<file path="src/rtl/hrf_pkg.sv">
package hrf_pkg;
  localparam int NF     = 9;
  localparam int DATA_W = 16;
  localparam int FLD_W  = 48;

  localparam int F_DST   = 0;
  localparam int F_SRC   = 1;
  localparam int F_TCI   = 2;
  localparam int F_ETY   = 3;
  localparam int F_PROTO = 4;
  localparam int F_SIP   = 5;
  localparam int F_DIP   = 6;
  localparam int F_SP    = 7;
  localparam int F_DP    = 8;

  localparam logic [DATA_W-1:0] TPID_VLAN = 16'h8100;
  localparam logic [DATA_W-1:0] ETY_IPV4  = 16'h0800;
  localparam logic [7:0]        P_TCP     = 8'h06;
  localparam logic [7:0]        P_UDP     = 8'h11;

  typedef logic [FLD_W-1:0]          fld_t;
  typedef logic [NF-1:0][FLD_W-1:0]  fld_arr_t;

  // bits a field really occupies inside its 48-bit lane
  function automatic fld_t width_mask(int f);
    case (f)
      F_DST, F_SRC: return {FLD_W{1'b1}};
      F_PROTO:      return {{(FLD_W-8){1'b0}}, 8'hFF};
      F_SIP, F_DIP: return {{(FLD_W-32){1'b0}}, 32'hFFFF_FFFF};
      default:      return {{(FLD_W-16){1'b0}}, 16'hFFFF};
    endcase
  endfunction
endpackage

</file>
<file path="src/rtl/hrf_parser.sv">
module hrf_parser
  import hrf_pkg::*;
#(
  parameter int IDX_W = 6
) (
  input  logic              clk,
  input  logic              rst_n,
  input  logic              in_vld,
  input  logic              in_sof,
  input  logic              in_eof,
  input  logic [DATA_W-1:0] in_data,
  output fld_arr_t          cap,
  output logic [NF-1:0]     have,
  output logic              hdr_done,
  output logic              eval,
  output logic              busy
);
  localparam logic [IDX_W-1:0] LAST_IDX = '1;

  logic [IDX_W-1:0] wcnt_q, wcnt_n, idx, base, rel, l4off;
  logic             vlan_q, vlan_n, vlan_b;
  logic             ip_q, ip_n, ip_b;
  logic             l4_q, l4_n, l4_b;
  logic [3:0]       ihl_q, ihl_n, ihl_b, ihl_eff;
  fld_arr_t         cap_q, cap_n;
  logic [NF-1:0]    have_q, have_n;
  logic             frame_q, frame_n;
  logic             done_c, done_q, eval_q, in_ip;

  always_comb begin
    idx     = in_sof ? '0 : wcnt_q;
    vlan_b  = !in_sof && vlan_q;
    ip_b    = !in_sof && ip_q;
    l4_b    = !in_sof && l4_q;
    ihl_b   = in_sof ? 4'd5 : ihl_q;
    ihl_eff = (ihl_b < 4'd5) ? 4'd5 : ihl_b;
    base    = vlan_b ? IDX_W'(9) : IDX_W'(7);
    in_ip   = (idx >= base);
    rel     = idx - base;
    l4off   = IDX_W'({ihl_eff, 1'b0});

    wcnt_n  = wcnt_q;
    vlan_n  = vlan_q;
    ip_n    = ip_q;
    l4_n    = l4_q;
    ihl_n   = ihl_q;
    cap_n   = cap_q;
    have_n  = have_q;
    frame_n = frame_q;
    done_c  = 1'b0;

    if (in_vld) begin
      wcnt_n  = (idx == LAST_IDX) ? idx : idx + IDX_W'(1);
      vlan_n  = vlan_b;
      ip_n    = ip_b;
      l4_n    = l4_b;
      ihl_n   = ihl_b;
      have_n  = in_sof ? '0 : have_q;
      frame_n = !in_eof;

      case (idx)
        IDX_W'(0): cap_n[F_DST][47:32] = in_data;
        IDX_W'(1): cap_n[F_DST][31:16] = in_data;
        IDX_W'(2): begin cap_n[F_DST][15:0] = in_data; have_n[F_DST] = 1'b1; end
        IDX_W'(3): cap_n[F_SRC][47:32] = in_data;
        IDX_W'(4): cap_n[F_SRC][31:16] = in_data;
        IDX_W'(5): begin cap_n[F_SRC][15:0] = in_data; have_n[F_SRC] = 1'b1; end
        IDX_W'(6): begin
          if (in_data == TPID_VLAN) begin
            vlan_n = 1'b1;
          end else begin
            cap_n[F_ETY]  = FLD_W'(in_data);
            have_n[F_ETY] = 1'b1;
            ip_n          = (in_data == ETY_IPV4);
            done_c        = (in_data != ETY_IPV4);
          end
        end
        IDX_W'(7): if (vlan_b) begin
          cap_n[F_TCI]  = FLD_W'(in_data);
          have_n[F_TCI] = 1'b1;
        end
        IDX_W'(8): if (vlan_b) begin
          cap_n[F_ETY]  = FLD_W'(in_data);
          have_n[F_ETY] = 1'b1;
          ip_n          = (in_data == ETY_IPV4);
          done_c        = (in_data != ETY_IPV4);
        end
        default: ;
      endcase

      if (ip_b && in_ip) begin
        if (rel == IDX_W'(0)) ihl_n = in_data[11:8];
        if (rel == IDX_W'(4)) begin
          cap_n[F_PROTO]  = FLD_W'(in_data[7:0]);
          have_n[F_PROTO] = 1'b1;
          l4_n = (in_data[7:0] == P_TCP) || (in_data[7:0] == P_UDP);
        end
        if (rel == IDX_W'(6)) cap_n[F_SIP][31:16] = in_data;
        if (rel == IDX_W'(7)) begin cap_n[F_SIP][15:0] = in_data; have_n[F_SIP] = 1'b1; end
        if (rel == IDX_W'(8)) cap_n[F_DIP][31:16] = in_data;
        if (rel == IDX_W'(9)) begin
          cap_n[F_DIP][15:0] = in_data;
          have_n[F_DIP]      = 1'b1;
          if (!l4_b) done_c = 1'b1;
        end
        if (l4_b && rel == l4off) begin
          cap_n[F_SP]  = FLD_W'(in_data);
          have_n[F_SP] = 1'b1;
        end
        if (l4_b && rel == l4off + IDX_W'(1)) begin
          cap_n[F_DP]  = FLD_W'(in_data);
          have_n[F_DP] = 1'b1;
          done_c       = 1'b1;
        end
      end
    end
  end

  always_ff @(posedge clk or negedge rst_n) begin
    if (!rst_n) begin
      wcnt_q  <= '0;
      vlan_q  <= 1'b0;
      ip_q    <= 1'b0;
      l4_q    <= 1'b0;
      ihl_q   <= 4'd5;
      have_q  <= '0;
      frame_q <= 1'b0;
      done_q  <= 1'b0;
      eval_q  <= 1'b0;
    end else begin
      wcnt_q  <= wcnt_n;
      vlan_q  <= vlan_n;
      ip_q    <= ip_n;
      l4_q    <= l4_n;
      ihl_q   <= ihl_n;
      have_q  <= have_n;
      frame_q <= frame_n;
      done_q  <= in_vld && done_c;
      eval_q  <= in_vld && in_eof;
    end
  end

  // datapath capture: clock-enabled, qualified by have_q
  always_ff @(posedge clk) begin
    if (in_vld) cap_q <= cap_n;
  end

  assign cap      = cap_q;
  assign have     = have_q;
  assign hdr_done = done_q;
  assign eval     = eval_q;
  assign busy     = frame_q || in_vld;

  // a port field can only have been taken after the protocol
  a_r6_ports_need_proto: assert property (@(posedge clk) disable iff (!rst_n)
    have_q[F_DP] |-> have_q[F_PROTO]);
  // parsing completes at most once per frame, never on consecutive cycles
  a_r11_done_spaced: assert property (@(posedge clk) disable iff (!rst_n)
    hdr_done |=> !hdr_done);
  // completion always follows an accepted word
  a_r11_done_after_word: assert property (@(posedge clk) disable iff (!rst_n)
    hdr_done |-> $past(in_vld));
endmodule

</file>
<file path="src/rtl/hrf_rules.sv">
module hrf_rules
  import hrf_pkg::*;
#(
  parameter int CFG_AW = 6
) (
  input  logic              clk,
  input  logic              rst_n,
  input  logic              wr_en,
  input  logic [CFG_AW-1:0] wr_addr,
  input  logic [31:0]       wr_data,
  input  logic              lock,
  output fld_arr_t          val,
  output fld_arr_t          msk,
  output logic [NF-1:0]     en,
  output logic              present
);
  localparam int FSEL_W = CFG_AW - 2;

  fld_arr_t          val_q, val_n, msk_q, msk_n;
  logic [NF-1:0]     en_q, en_n;
  logic              present_q, present_n;
  logic              take;
  logic [CFG_AW-1:0] rel_a;
  logic [FSEL_W-1:0] fsel;
  logic [1:0]        wsel;

  always_comb begin
    take      = wr_en && !lock;
    rel_a     = wr_addr - CFG_AW'(1);
    fsel      = rel_a[CFG_AW-1:2];
    wsel      = rel_a[1:0];
    val_n     = val_q;
    msk_n     = msk_q;
    en_n      = en_q;
    present_n = present_q;
    if (take && wr_addr == '0) begin
      en_n      = wr_data[NF-1:0];
      present_n = wr_data[31];
    end
    for (int f = 0; f < NF; f++) begin
      if (take && wr_addr != '0 && fsel == FSEL_W'(f)) begin
        case (wsel)
          2'd0: val_n[f][31:0]  = wr_data;
          2'd1: val_n[f][47:32] = wr_data[15:0];
          2'd2: msk_n[f][31:0]  = wr_data;
          default: msk_n[f][47:32] = wr_data[15:0];
        endcase
      end
    end
  end

  always_ff @(posedge clk or negedge rst_n) begin
    if (!rst_n) begin
      val_q     <= '0;
      msk_q     <= '0;
      en_q      <= '0;
      present_q <= 1'b0;
    end else begin
      val_q     <= val_n;
      msk_q     <= msk_n;
      en_q      <= en_n;
      present_q <= present_n;
    end
  end

  for (genvar g = 0; g < NF; g++) begin : g_lane
    assign val[g] = val_q[g] & width_mask(g);
    if (g == F_PROTO) begin : g_exact
      assign msk[g] = width_mask(g);
    end else begin : g_masked
      assign msk[g] = msk_q[g] & width_mask(g);
    end
  end

  assign en      = en_q;
  assign present = present_q;

  // nothing in the rule moves while a frame is being parsed
  a_r9_rule_locked: assert property (@(posedge clk) disable iff (!rst_n)
    lock |=> ($stable(en_q) && $stable(present_q) && $stable(val_q) && $stable(msk_q)));
endmodule

</file>
<file path="src/rtl/hrf_match.sv">
module hrf_match
  import hrf_pkg::*;
(
  input  fld_arr_t      cap,
  input  logic [NF-1:0] have,
  input  fld_arr_t      val,
  input  fld_arr_t      msk,
  input  logic [NF-1:0] en,
  input  logic          present,
  input  logic          eval,
  output logic          match
);
  logic [NF-1:0] ok;

  for (genvar g = 0; g < NF; g++) begin : g_cmp
    assign ok[g] = !en[g] || (have[g] && (((cap[g] ^ val[g]) & msk[g]) == '0));
  end

  assign match = eval && present && (&ok);
endmodule

</file>
<file path="src/rtl/hdr_rule_filter.sv">
module hdr_rule_filter
  import hrf_pkg::*;
#(
  parameter int CFG_AW = 6,
  parameter int IDX_W  = 6
) (
  input  logic              clk,
  input  logic              rst_n,
  input  logic              in_vld,
  input  logic              in_sof,
  input  logic              in_eof,
  input  logic [15:0]       in_data,
  input  logic              cfg_we,
  input  logic [CFG_AW-1:0] cfg_addr,
  input  logic [31:0]       cfg_wdata,
  output logic              match_pulse,
  output logic              hdr_done
);
  fld_arr_t      cap, val, msk;
  logic [NF-1:0] have, en;
  logic          present, eval, busy;

  hrf_parser #(.IDX_W(IDX_W)) u_parser (
    .clk(clk), .rst_n(rst_n), .in_vld(in_vld), .in_sof(in_sof), .in_eof(in_eof),
    .in_data(in_data), .cap(cap), .have(have), .hdr_done(hdr_done),
    .eval(eval), .busy(busy)
  );

  hrf_rules #(.CFG_AW(CFG_AW)) u_rules (
    .clk(clk), .rst_n(rst_n), .wr_en(cfg_we), .wr_addr(cfg_addr),
    .wr_data(cfg_wdata), .lock(busy), .val(val), .msk(msk), .en(en),
    .present(present)
  );

  hrf_match u_match (
    .cap(cap), .have(have), .val(val), .msk(msk), .en(en),
    .present(present), .eval(eval), .match(match_pulse)
  );

  // a match is only reported in the cycle after an end word
  a_r10_match_after_eof: assert property (@(posedge clk) disable iff (!rst_n)
    match_pulse |-> $past(in_vld && in_eof));
  // every enabled field was really present in the frame that matched
  a_r7_enabled_fields_seen: assert property (@(posedge clk) disable iff (!rst_n)
    match_pulse |-> ((en & ~have) == '0));
endmodule

</file>
<file path="config.mk">
export PLATFORM = sky130hd
export DESIGN_NAME = hdr_rule_filter
export DESIGN_NICKNAME = d
export VERILOG_FILES = /design/src/rtl/hrf_pkg.sv /design/src/rtl/hrf_parser.sv /design/src/rtl/hrf_rules.sv /design/src/rtl/hrf_match.sv /design/src/rtl/hdr_rule_filter.sv
export SDC_FILE = /design/constraint.sdc
export NUM_CORES = 1
export LEC_CHECK = 0
export ABC_AREA = 1
export BUFFER_PORTS_ARGS = -buffer_cell sky130_fd_sc_hd__buf_2
export CAP_MARGIN = 25
export CORE_UTILIZATION = 30
export CTS_CLUSTER_DIAMETER = 200
export DETAILED_ROUTE_END_ITERATION = 6
export HOLD_SLACK_MARGIN = 0.1
export PLACE_DENSITY = 0.48
export SETUP_SLACK_MARGIN = 0.2
export SYNTH_ARGS = -nofsm -noshare
export SYNTH_HDL_FRONTEND = slang
export SYNTH_SLANG_ARGS = --single-unit
</file>
<file path="constraint.sdc">
create_clock -name clk -period 4.25 [get_ports clk]
set_input_delay 0.2125 -clock clk [delete_from_list [all_inputs] [get_ports clk]]
set_output_delay 0.2125 -clock clk [all_outputs]
set_load 0.02 [all_outputs]
</file>
After elaboration in Yosys (flattened, before gate mapping)
Index checks and enable logic that the tools add are counted.

storage, ports and cells
  bits in registers = 755
  input port bits = 60
  output and inout bits = 2

operators by class
  $add $sub $neg = 4
  $lt $le $gt $ge = 2
  equal/unequal tests = 33
  muxes and demuxes = 39
  bitwise operators = 18
  reductions and logical operators = 112

operators with widths
  operator              count
  $logic_not 48->1      9
  $and 48x32->48        2
  $and 48x48->48        2
  $mux 48               2
  $pmux 48 s2           1
  $xor 48x32->48        2
  $xor 48x48->48        2
  $reduce_and 2->1      29
  $and 16x16->16        3
  $and 48x16->48        1
  $xor 16x16->16        3
  $xor 48x16->48        1
  $eq 6x3->1 const B    7
  $logic_and 1x1->1     31
  $mux 1                24
  $reduce_and 3->1      8
  $mux 4                5
  $eq 6x4->1 const B    3
  $logic_not 6->1       3
  $eq 16x12->1 const B  1
  $eq 16x16->1 const B  1
  $eq 4x3->1 const B    4
  $ne 16x12->1 const B  1
  $eq 6x2->1 const B    2
  34 further kinds      61

Logic depth before layout (Yosys ltp)
Gate-level depths: netlist (run 1).

  word-level depth = 10
  mapped depth = 19
  mapped depth without buffers = 18

Modules after synthesis
From an unflattened synthesis (run 1), not the netlist that was laid out.

unflattened totals
  cell total of the unflattened synthesis = 4,990
  area total of the unflattened synthesis = 40,188.5 um^2

modules (own cells, without submodules)
  module      instances  cells each  area each (um^2)  sequential area each (um^2)
  hrf_rules   1          2,246       20,873.8          11,661.2
  hrf_parser  1          740         10,527.6          7,594.8
  hrf_match   1          2,004       8,787.2           0.0

Worst setup path after synthesis (run 1)
OpenSTA, ideal clock, no wires.

  path type = in2reg
  from = in in_sof
  to = reg u_parser.cap_q (netlist bit u_parser.cap[304]), enable pin
  setup time = 0.409 ns
  data arrival time = 3.000 ns
  setup slack = 0.841 ns
  stages = 17
  path through = buf_2 inv_2 nand2_1 nand2_1 nand2_1 inv_1 ha_1 inv_1 nand2_1 nand4_1 nand2_1 nand2_1 nand2_1 inv_1 nor2_2 nand2_1 nor3_1

between the ends
  cells in the longest elaborated chain, start to end = 6

ends and longest elaborated chain
  element                                                 RTL line                             text
  start: declaration                                      hdr_rule_filter.sv:10                input logic in_sof,
  $logic_not 1->1                                         hrf_parser.sv:32, hrf_parser.sv:33
  $logic_and 1x1->1                                       hrf_parser.sv:32                     vlan_b = !in_sof && vlan_q;
  $mux 4                                                  hrf_parser.sv:37                     base = vlan_b ? IDX_W'(9) : IDX_W'(7);
  $sub 6x6->6 / $ge 6x6->1 (equally long branches)        hrf_parser.sv:39, hrf_parser.sv:38
  $eq 6x4->1 / $logic_and 1x1->1 (equally long branches)  hrf_parser.sv:100, hrf_parser.sv:91
  $reduce_and 3->1 (no source line) (*)                   -
  end signal: assignment                                  hrf_parser.sv:145                    if (in_vld) cap_q <= cap_n;
  end: declaration                                        hrf_parser.sv:25                     fld_arr_t cap_q, cap_n;

Mark *: on every way between the ends. The rest lies on a longest branch, timed or not.
A chain may end at the register's enable or synchronous reset.

Worst setup path in the final report (run 1)
  from = in in_sof
  to = reg u_parser.cap_q (netlist bit u_parser.cap[340]), enable pin

between the ends
  cells in the longest elaborated chain, start to end = 7

ends and longest elaborated chain
  element                                RTL line                                              text
  $logic_not 1->1                        hrf_parser.sv:32, hrf_parser.sv:33, hrf_parser.sv:34
  $logic_and 1x1->1                      hrf_parser.sv:32
  $mux 4                                 hrf_parser.sv:37
  $sub 6x6->6                            hrf_parser.sv:39                                      rel = idx - base;
  $eq 6x5->1                             hrf_parser.sv:106                                     if (l4_b && rel == l4off) begin
  $logic_and 1x1->1                      hrf_parser.sv:106
  $reduce_and 3->1 (no source line) (*)  -

Marks and branches as above.

==> results.json, run 1 <==
{
  "hp-class": "input pin to flip-flop",
  "core-area_sq_um": 97100,
  "dr.max_layer_used": "met5",
  "final.period_utilization": 0.760,
  "status": "completed",
  "synth_area_leader_cell": "dfrtp_1",
  "arrival_ns": 3.47,
  "die-height_microns": 316,
  "routedWlPerCell_microns": 20.1,
  "synth_ff_type": "dfrtp_1",
  "met3_length_microns": 4610,
  "fmax_ghz": 0.310,
  "hold_viol_final": 0,
  "ys_top_cells_by_count": "885 x nand2_1, 503 x o21ai_0, 489 x dfrtp_1",
  "routed-wl-met2_microns": 41500,
  "vias": 20726,
  "area_growth_syn_to_layout_pct": 16.2,
  "min_period_ns": 3.23,
  "drtIter0Drc": 1624,
  "finalSetupViolCount": 0,
  "worst_skew_pair.late_latency_ns": 0.63,
  "synth.net_count": 3068,
  "power.total_mw": 15.5,
  "yosysWarningCount": 0,
  "cts_tree": "yes",
  "grt_max_degree": 112,
  "ant_nets": 0,
  "synth_most_common_cell": "nand2_1",
  "antenna_found_initial": 19,
  "htreeDepth": 3,
  "yosysSeqAreaShare": 0.652,
  "slew_headroom": 0.383,
  "grt_pass1_vias": 20024,
  "placed_cells": 4284,
  "place_ws_ns": 1.04,
  "grt_pass1_wl_microns": 133000,
  "totalNegativeSetupSlack_ns": 0,
  "cts.sinks": 723,
  "finalMaxSlewViolations": 0,
  "fin_cells": 4455,
  "holdBufCountCts": 18,
  "cts_inserted_buffers": 79,
  "cp.required_ns": 4.49,
  "portBuffers": 61,
  "syn_area_sq_um": 29500,
  "synthArstFlopShare": 0.679,
  "synth_top_area_frac": 0.414,
  "floorplan.initialDensity": 0.304,
  "clock_tree.root_cell": "clkbuf_16",
  "wl_met1_microns": 40800,
  "hpwl_microns": 53000,
  "nets": 3175,
  "post_cts_buffers": 0,
  "synth_edf_count": 232,
  "syn_area_per_cell_sq_um": 9.84,
  "wl_microns": 89300,
  "cts.clk_slew.worst_paths_ns": 0.06,
  "cts_resized": 0,
  "overflow": 0,
  "r2r_slack_ns": 1.06,
  "fin_worst_skew_ns": 0.0233,
  "critPathCaptureType": "flip-flop",
  "fin_ws_ns": 1.02,
  "synthTopCellsByArea": "dfrtp_1 41%, edfxtp_1 24%, nand2_1 11%",
  "dieArea_sq_um": 99700,
  "ioPinCount": 62,
  "rsz0062_at_grt": "no",
  "ir_drop_mv": 0.285,
  "drcViolationCount": 0,
  "drt-vias-per-instance": 4.65,
  "p_leak_nw": 14.7,
  "drt_pass1_iterations": 5,
  "power_density_nw_per_um2": 452,
  "grt_usage": 0.182,
  "tightest_slew_ns": 0.925,
  "clock_path_buffers": 3,
  "synth_seq_cells": 723,
  "synth_cell_type_count": 36,
  "drive_above_1_share": 0.121,
  "die_x_microns": 316,
  "worstPathMaxFanout": 16,
  "num_rows": 114,
  "critical_path_class": "input pin to flip-flop",
  "synthCells": 3000,
  "drv_cap": 0,
  "gp_congestion": 0.876,
  "critPathLaunchType": "input pin"
}
==> cell type report <==
class / instances / area [sq um]
clock inverter: 30 / 236
antenna: 5 / 12.5
inverter: 146 / 548
sequential: 723 / 19300
tap: 1276 / 1600
timing repair buffer: 150 / 1070
fill: 9781 / 62800
multi-input combinational: 2007 / 9260
clock buffer: 118 / 2350
==> kinds of logic after synthesis <==
logic type	after synthesis	share of synthesized area
AO/OA/AOI/OAI	567	0.0974
XOR/XNOR	38	0.0113
adder cells (fa/ha/maj)	8	0.00339
buffers and inverters	270	0.0355
flip-flops	723	0.652
AND/OR/NAND/NOR	1394	0.200
==> flip-flops by register name, indices dropped and copies added (netlist names) <==
name	cells
u_parser.hdr_done	1
u_parser.ip_q	1
u_parser.frame_q	1
u_parser.have	9
u_parser.l4_q	1
u_parser.vlan_q	1
u_parser.eval	1
u_rules.msk	224
u_parser.wcnt_q	6
u_rules.en	9
u_rules.val	232
u_parser.ihl_q	4
u_rules.present	1
u_parser.cap	232
==> cells in the final DEF (no fill, tap or decap), types with 68 or more instances in the layout <==
master,count
buf_4,68
clkbuf_16,85
dfrtp_1,489
edfxtp_1,232
inv_1,143
nand2_1,884
nand3_1,182
nor2_1,142
o21ai_0,503
or2_2,112
==> worst paths after layout <==
kind / cells after the start / from / endpoint
hold reg to reg: 2 / u_parser.ihl_q[0] / u_parser.ihl_q[0]
setup reg to reg: 13 / u_parser.wcnt_q[0] / u_parser.cap[340]
max in group asynchronous: 3 / rst_n / u_rules.val[307]
setup / recovery: 16 / in_sof / u_parser.cap[340]
min in group asynchronous: 2 / rst_n / u_rules.val[70]
hold / removal: 3 / cfg_wdata[17] / u_rules.val[257]
==> power breakdown <==
| part | switching [mW] | total, mW | internal [mW] |
|---|---|---|---|
| Combinational | 0.703 | 1.01 | 0.302 |
| Sequential | 0.167 | 7.64 | 7.47 |
| Clock | 2.85 | 6.86 | 4.02 |
==> critical path: stages <==
cell           delay (ns)
dlygate4sd3_1        0.59
buf_2                0.25
inv_2                0.13
nand2_1              0.19
nand2_1              0.10
nand2_1              0.12
inv_1                0.07
ha_1                 0.20
inv_1                0.07
nand2_1              0.08
xor2_1               0.28
xor2_1               0.17
nand3_1              0.11
nor2_1               0.13
nand2_1              0.13
inv_1                0.61
==> through the flow <==
stage | hold WS, ns | util | cell area, sq um
2_1_floorplan | -0.0831 | - | 29500
3_3_place_gp | 0.276 | 0.325 | 31500
3_5_place_dp | 0.266 | 0.325 | 31500
4_1_cts | 0.101 | 0.353 | 34300
5_1_grt | 0.132 | 0.353 | 34300
6_report | 0.123 | 0.353 | 34300
==> layer usage <==
layer,vias to the layer above,GRT usage
li1,10180,-
met1,10001,0.251
met2,420,0.295
met3,117,0.0288
met4,8,0.0570
met5,-,0
Note: power is estimated with default switching activity, not from simulation.
==> run 2: changes to the inputs <==
--- a/config.mk
+++ b/config.mk
@@ -5,7 +5,7 @@
 export SDC_FILE = /design/constraint.sdc
 export NUM_CORES = 1
 export LEC_CHECK = 0
-export ABC_AREA = 1
+export ABC_AREA = 0
 export BUFFER_PORTS_ARGS = -buffer_cell sky130_fd_sc_hd__buf_2
 export CAP_MARGIN = 25
 export CORE_UTILIZATION = 30
==> constraint.sdc (replaced) <==
create_clock -name clk -period 3.1 [get_ports clk]
set_input_delay 0.155 -clock clk [delete_from_list [all_inputs] [get_ports clk]]
set_output_delay 0.155 -clock clk [all_outputs]
set_load 0.02 [all_outputs]
==> run 2 against run 1 <==
Against the previous run: register-to-register slack got worse by 1.0 ns; critical endpoint is now match_pulse; die area decreased by 0.40%; largest power group unchanged; area after synthesis decreased by 0.41%; the run now ends with design-rule violations, negative setup slack left; highest routed layer unchanged; synthesized cell count decreased by 37%; critical path depth decreased by 7; utilization increased by 0.92 points; power increased by 36%.
==> results.json, run 2 <==
{
  "clock_path_buffers": 3,
  "synth_cell_type_count": 57,
  "placed_cells": 3224,
  "arrival_ns": 3.14,
  "ioPinCount": 62,
  "routedWlPerCell_microns": 26.1,
  "yosysSeqAreaShare": 0.655,
  "hold_viol_final": 0,
  "cts.sinks": 723,
  "overflow": 0,
  "place_ws_ns": 0.00676,
  "placed_area_sq_um": 32000,
  "die-height_microns": 315,
  "antenna_found_initial": 21,
  "pwr-share-comb": 0.069,
  "yosysWarningCount": 0,
  "die_x_microns": 315,
  "tightest_slew_ns": 0.996,
  "core-area_sq_um": 96900,
  "fmax_ghz": 0.303,
  "grt_max_degree": 85,
  "grt_pass1_vias": 17769,
  "wl_microns": 89100,
  "seq_power_share": 0.494,
  "num_rows": 114,
  "drive_above_1_share": 0.377,
  "cts.clk_slew.worst_paths_ns": 0.06,
  "grt_pass1_wl_microns": 129000,
  "syn_area_sq_um": 29400,
  "grt_usage": 0.182,
  "synth_most_common_cell": "dfrtp_1",
  "ys_top_cells_by_count": "489 x dfrtp_1, 465 x mux2_2, 232 x edfxtp_1, 232 x xor2_1, 76 x a22oi_1",
  "floorplan.initialDensity": 0.304,
  "synth_edf_count": 232,
  "hp-class": "input pin to flip-flop",
  "synth_ff_type": "dfrtp_1",
  "synth_area_leader_cell": "dfrtp_1",
  "drv_cap": 0,
  "area_growth_syn_to_layout_pct": 19.4,
  "ir_drop_mv": 0.294,
  "portBuffers": 61,
  "cts_tree": "yes",
  "synth.net_count": 1945,
  "clkPwrFrac": 0.437,
  "drt_pass1_iterations": 7,
  "worst_skew_pair.late_latency_ns": 0.62,
  "htreeDepth": 3,
  "cp.required_ns": 2.94,
  "min_period_ns": 3.30,
  "finalMaxSlewViolations": 0,
  "internal_power_mw": 16.1,
  "nets": 2139,
  "drtIter0Drc": 1361,
  "fin_ws_ns": -0.196,
  "switchingPower_mw": 4.95,
  "final_area_sq_um": 35100,
  "violations": "design-rule violations, negative setup slack",
  "synthArstFlopShare": 0.679,
  "drcViolationCount": 12,
  "ant_nets": 0,
  "status": "complete, but fails checks",
  "slew_headroom": 0.336,
  "hpwl_microns": 52700,
  "most-common-layout-cells": "489 x dfrtp_1, 465 x mux2_2, 232 x xor2_1, 232 x edfxtp_1, 86 x buf_4",
  "dieArea_sq_um": 99300,
  "drt-vias-per-instance": 4.94,
  "critPathCaptureType": "output pin",
  "gp_congestion": 0.865,
  "synthTopCellsByArea": "dfrtp_1 42%, edfxtp_1 24%, mux2_2 18%",
  "switching_share": 0.235,
  "fin_cells": 3416,
  "power_density_nw_per_um2": 600,
  "worstPathMaxFanout": 2,
  "layout_commonest_cell": "dfrtp_1",
  "cts_inserted_buffers": 78,
  "synth_seq_cells": 723,
  "fin_worst_skew_ns": 0.0210,
  "finalSetupViolCount": 1,
  "synthCells": 1877,
  "synth_top_area_frac": 0.416,
  "critical_path_class": "flip-flop to output pin",
  "syn_area_per_cell_sq_um": 15.7,
  "vias": 16878,
  "rsz0062_at_grt": "yes",
  "final.period_utilization": 1.06,
  "clock_tree.root_cell": "clkbuf_16",
  "critPathLaunchType": "flip-flop",
  "p_leak_nw": 16.0
}
run 2: power groups by stage:
stage          clock [mW]  combinational [mW]  sequential [mW]
2_1_floorplan           0               0.668             10.5
3_3_place_gp            0                1.40             10.6
3_5_place_dp            0                1.42             10.6
4_1_cts              9.42                1.48             10.4
5_1_grt              9.82                1.58             10.4
6_report             9.19                1.46             10.4
run 2: logic make-up after synthesis:
| family | count (synthesis) | synth area share |
|---|---|---|
| flip-flops | 723 | 0.655 |
| multiplexers | 467 | 0.179 |
| XOR/XNOR | 239 | 0.0716 |
| AND/OR/NAND/NOR | 171 | 0.0329 |
| AO/OA/AOI/OAI | 168 | 0.0445 |
| buffers and inverters | 101 | 0.0141 |
| adder cells (fa/ha/maj) | 8 | 0.00340 |
run 2: what timing repair did:
action                                  in CTS  in global routing
hold buffers                                26                  0
pin swaps                                   12                  6
endpoints found under the setup margin      49                110
endpoints found under the hold margin      203                  0
setup buffers                                5                  7
resized for setup                           28                 11
gates cloned                                 2                  3
run 2: area by class of cell:
type	count	area, sq um
Antenna cell	3	7.51
Tap cell	1276	1600
Fill cell	9164	61700
Inverter	15	58.8
Clock buffer	119	2290
Timing Repair Buffer	200	1720
Clock inverter	27	218
Sequential cell	723	19300
Multi-Input combinational cell	1053	9970
run 2: worst paths after layout:
check	startpoint	end	slack, ns	depth (start not counted)
min in group asynchronous	rst_n	u_rules.msk[399]	0.21	2
max reg2reg	u_parser.vlan_q	u_parser.cap[351]	0.03	11
min reg2reg	u_parser.have[3]	u_parser.have[3]	0.48	1
min	in_sof	u_parser.wcnt_q[4]	0.15	4
max in group asynchronous	rst_n	u_rules.msk[146]	1.99	3
max	u_rules.val[1]	match_pulse	-0.20	9
run 2: per-layer routing:
layer / GRT usage / routed length (microns) / part of all wire / up-vias
met4: 0.0536 / 2450 / 0.027 / 6
li1: - / - / - / 7304
met5: 0 / 30 / 0.00034 / -
met1: 0.265 / 42200 / 0.47 / 9031
met3: 0.0282 / 4070 / 0.046 / 137
met2: 0.280 / 40400 / 0.45 / 400
run 2: critical path: stages (launching register included):
cell and delay, ns:
dfrtp_1 0.38, xor2_1 0.16, a22oi_1 0.22, nand4_1 0.16, or3_4 0.41, o31a_1 0.36, nor4_2 0.26, buf_4 0.19
and4_4 0.24, buf_6 0.12
run 2: metrics by stage:
step | utilization | power, mW | TNS (ns) | hold slack (ns)
after global placement | 0.330 | 12.0 | 0 | 0.270
after CTS | 0.361 | 21.3 | -0.251 | 0.105
after floorplan | - | 11.2 | -0.586 | -0.141
after detailed placement | 0.330 | 12.0 | 0 | 0.278
after global routing | 0.363 | 21.8 | -0.835 | 0.123
final | 0.363 | 21.1 | -0.196 | 0.150
==> run 3: changes to the inputs <==
--- a/config.mk
+++ b/config.mk
@@ -12,7 +12,6 @@
 export CTS_CLUSTER_DIAMETER = 200
 export DETAILED_ROUTE_END_ITERATION = 6
 export HOLD_SLACK_MARGIN = 0.1
-export PLACE_DENSITY = 0.48
 export SETUP_SLACK_MARGIN = 0.2
 export SYNTH_ARGS = -nofsm -noshare
 export SYNTH_HDL_FRONTEND = slang
==> constraint.sdc (replaced) <==
create_clock -name clk -period 2.8 [get_ports clk]
set_input_delay 0.14 -clock clk [delete_from_list [all_inputs] [get_ports clk]]
set_output_delay 0.14 -clock clk [all_outputs]
set_load 0.02 [all_outputs]
==> run 3 against run 2 <==
Against the previous run: the run still ends with design-rule violations, negative setup slack left; critical path depth is 1 higher; clock skew fell by 0.0051 ns; power is 12% higher; largest power group unchanged.
==> results.json, run 3 (synthesized netlist as in run 2, its figures left out) <==
{
  "status": "complete, but fails checks",
  "violations": "design-rule violations, negative setup slack",
  "grt_usage": 0.172,
  "drt_pass1_iterations": 7,
  "finalSetupViolCount": 108,
  "cts_tree": "yes",
  "final.period_utilization": 1.16,
  "drcViolationCount": 10,
  "slowest_stage": "o31a_1",
  "min_to": "u_rules.val[305]",
  "reg2reg_depth": 12,
  "r2r-start": "u_parser.wcnt_q[1]",
  "drive_above_1_share": 0.386,
  "ioPinCount": 62,
  "cts.sinks": 723,
  "core-area_sq_um": 96900,
  "fin_worst_skew_ns": 0.0159,
  "most-common-layout-cells": "489 x dfrtp_1, 465 x mux2_2, 232 x xor2_1, 232 x edfxtp_1, 90 x buf_4",
  "vias": 16945,
  "area_growth_syn_to_layout_pct": 20.7,
  "hold_viol_final": 0,
  "clock_tree.root_cell": "clkbuf_16",
  "multiInputGateArea_sq_um": 9980,
  "portBuffers": 61,
  "cts.clk_slew.worst_paths_ns": 0.06,
  "reg2reg_to": "u_parser.cap[386]",
  "critPathLaunchType": "flip-flop",
  "critPathCaptureType": "output pin",
  "num_rows": 114,
  "cts_inserted_buffers": 77,
  "drv_cap": 0,
  "place_ws_ns": -0.461,
  "placed_cells": 3230,
  "arrival_ns": 3.11,
  "ff_latch_area_sq_um": 19300,
  "overflow": 0,
  "r2r_slack_ns": -0.18,
  "power.total_mw": 23.6,
  "placed_area_sq_um": 32000,
  "hold_start": "cfg_wdata[17]",
  "ant_nets": 0,
  "gp_congestion": 0.811,
  "min_period_ns": 3.25,
  "die-height_microns": 315,
  "critical_path_class": "flip-flop to output pin",
  "crit_top_cell": "buf_4",
  "grt_pass1_vias": 17769,
  "grt_pass1_wl_microns": 124000,
  "tightest_slew_ns": 0.910,
  "critPathMaxStageDelay_ns": 0.43,
  "cp_cell_sequence": "xor2_1 > a22o_1 > a221oi_2 > buf_4 > nand4_1 > o31a_1 > nor4_4 > buf_4 > and4_4 > buf_6",
  "hold_depth": 2,
  "floorplan.initialDensity": 0.304,
  "nFillCells": 9030,
  "fin_ws_ns": -0.447,
  "worstPathMaxFanout": 1,
  "final_area_sq_um": 35500,
  "hpwl_microns": 51200,
  "hp-class": "input pin to flip-flop",
  "fin_cells": 3428,
  "layout_commonest_cell": "dfrtp_1",
  "cp.required_ns": 2.66,
  "p_leak_nw": 16.2,
  "die_x_microns": 315,
  "routedWlPerCell_microns": 24.6,
  "slew_headroom": 0.393,
  "fmax_ghz": 0.308,
  "drtIter0Drc": 1273,
  "rsz0062_at_grt": "yes",
  "worst_skew_pair.late_latency_ns": 0.61,
  "ir_drop_mv": 0.453,
  "clock_path_buffers": 3,
  "grt_max_degree": 88,
  "power_density_nw_per_um2": 664,
  "antenna_found_initial": 11,
  "nets": 2158,
  "finalMaxSlewViolations": 0,
  "wl_microns": 84400,
  "dieArea_sq_um": 99300,
  "drt-vias-per-instance": 4.94,
  "htreeDepth": 3
}
-- run 3: worst max-delay path by stage --
stage / startpoint / end / slack, ns / depth (start not counted)
2_1_floorplan: u_parser.wcnt_q[1] / u_parser.cap[384] / -0.33 / 10
3_3_place_gp: u_rules.val[36] / match_pulse / -0.49 / 10
3_5_place_dp: u_rules.val[36] / match_pulse / -0.46 / 10
4_1_cts: u_rules.val[40] / match_pulse / -0.62 / 9
5_1_grt: u_parser.cap[36] / match_pulse / -0.55 / 10
6_report: u_parser.cap[36] / match_pulse / -0.45 / 10
-- run 3: through the flow --
step           setup TNS, ns  hold slack (ns)  utilization
4_1_cts               -15.05            0.118        0.365
6_report              -11.45           0.0900        0.367
5_1_grt               -29.07            0.101        0.366
2_1_floorplan         -11.34           -0.156            -
3_3_place_gp           -4.73            0.140        0.331
3_5_place_dp           -8.42            0.148        0.331
-- run 3: repair_timing --
item / CTS / global route
hold buffers: 22 / 0
endpoints found under the hold margin: 514 / 0
pin swaps: 14 / 14
endpoints found under the setup margin: 112 / 132
gates resized for setup: 44 / 13
gates cloned: 9 / 0
buffers inserted: 19 / 6
-- run 3: power breakdown --
group,internal [mW],leakage [nW],switching [mW]
Sequential,11.3,8.85,0.227
Combinational,0.605,6.07,0.967
Clock,6.43,1.27,4.05
Total,18.3,16.2,5.25
-- run 3: area by class of cell --
type	instances	share of cell area
multi-input combinational	1055	0.281
tap	1276	0.0450
clock buffer	111	0.0627
clock inverter	25	0.0107
inverter	15	0.00166
antenna	5	0.000352
sequential	723	0.542
timing repair buffer	218	0.0561
-- run 3: critical path: cells and delay by family, from the launching register on --
family	cells	cell delay [ns]
XOR/XNOR	1	0.17
flip-flops	1	0.38
AND/OR/NAND/NOR	3	0.59
buffers and inverters	3	0.47
AO/OA/AOI/OAI	3	0.89
-- run 3: layer usage --
layer  share of wire  track usage  vias to the layer above
li1                -            -                     7334
met5         0.00098            0                        -
met2            0.47        0.274                      399
met1            0.45        0.238                     9058
met3           0.045       0.0245                      142
met4           0.034       0.0598                       12
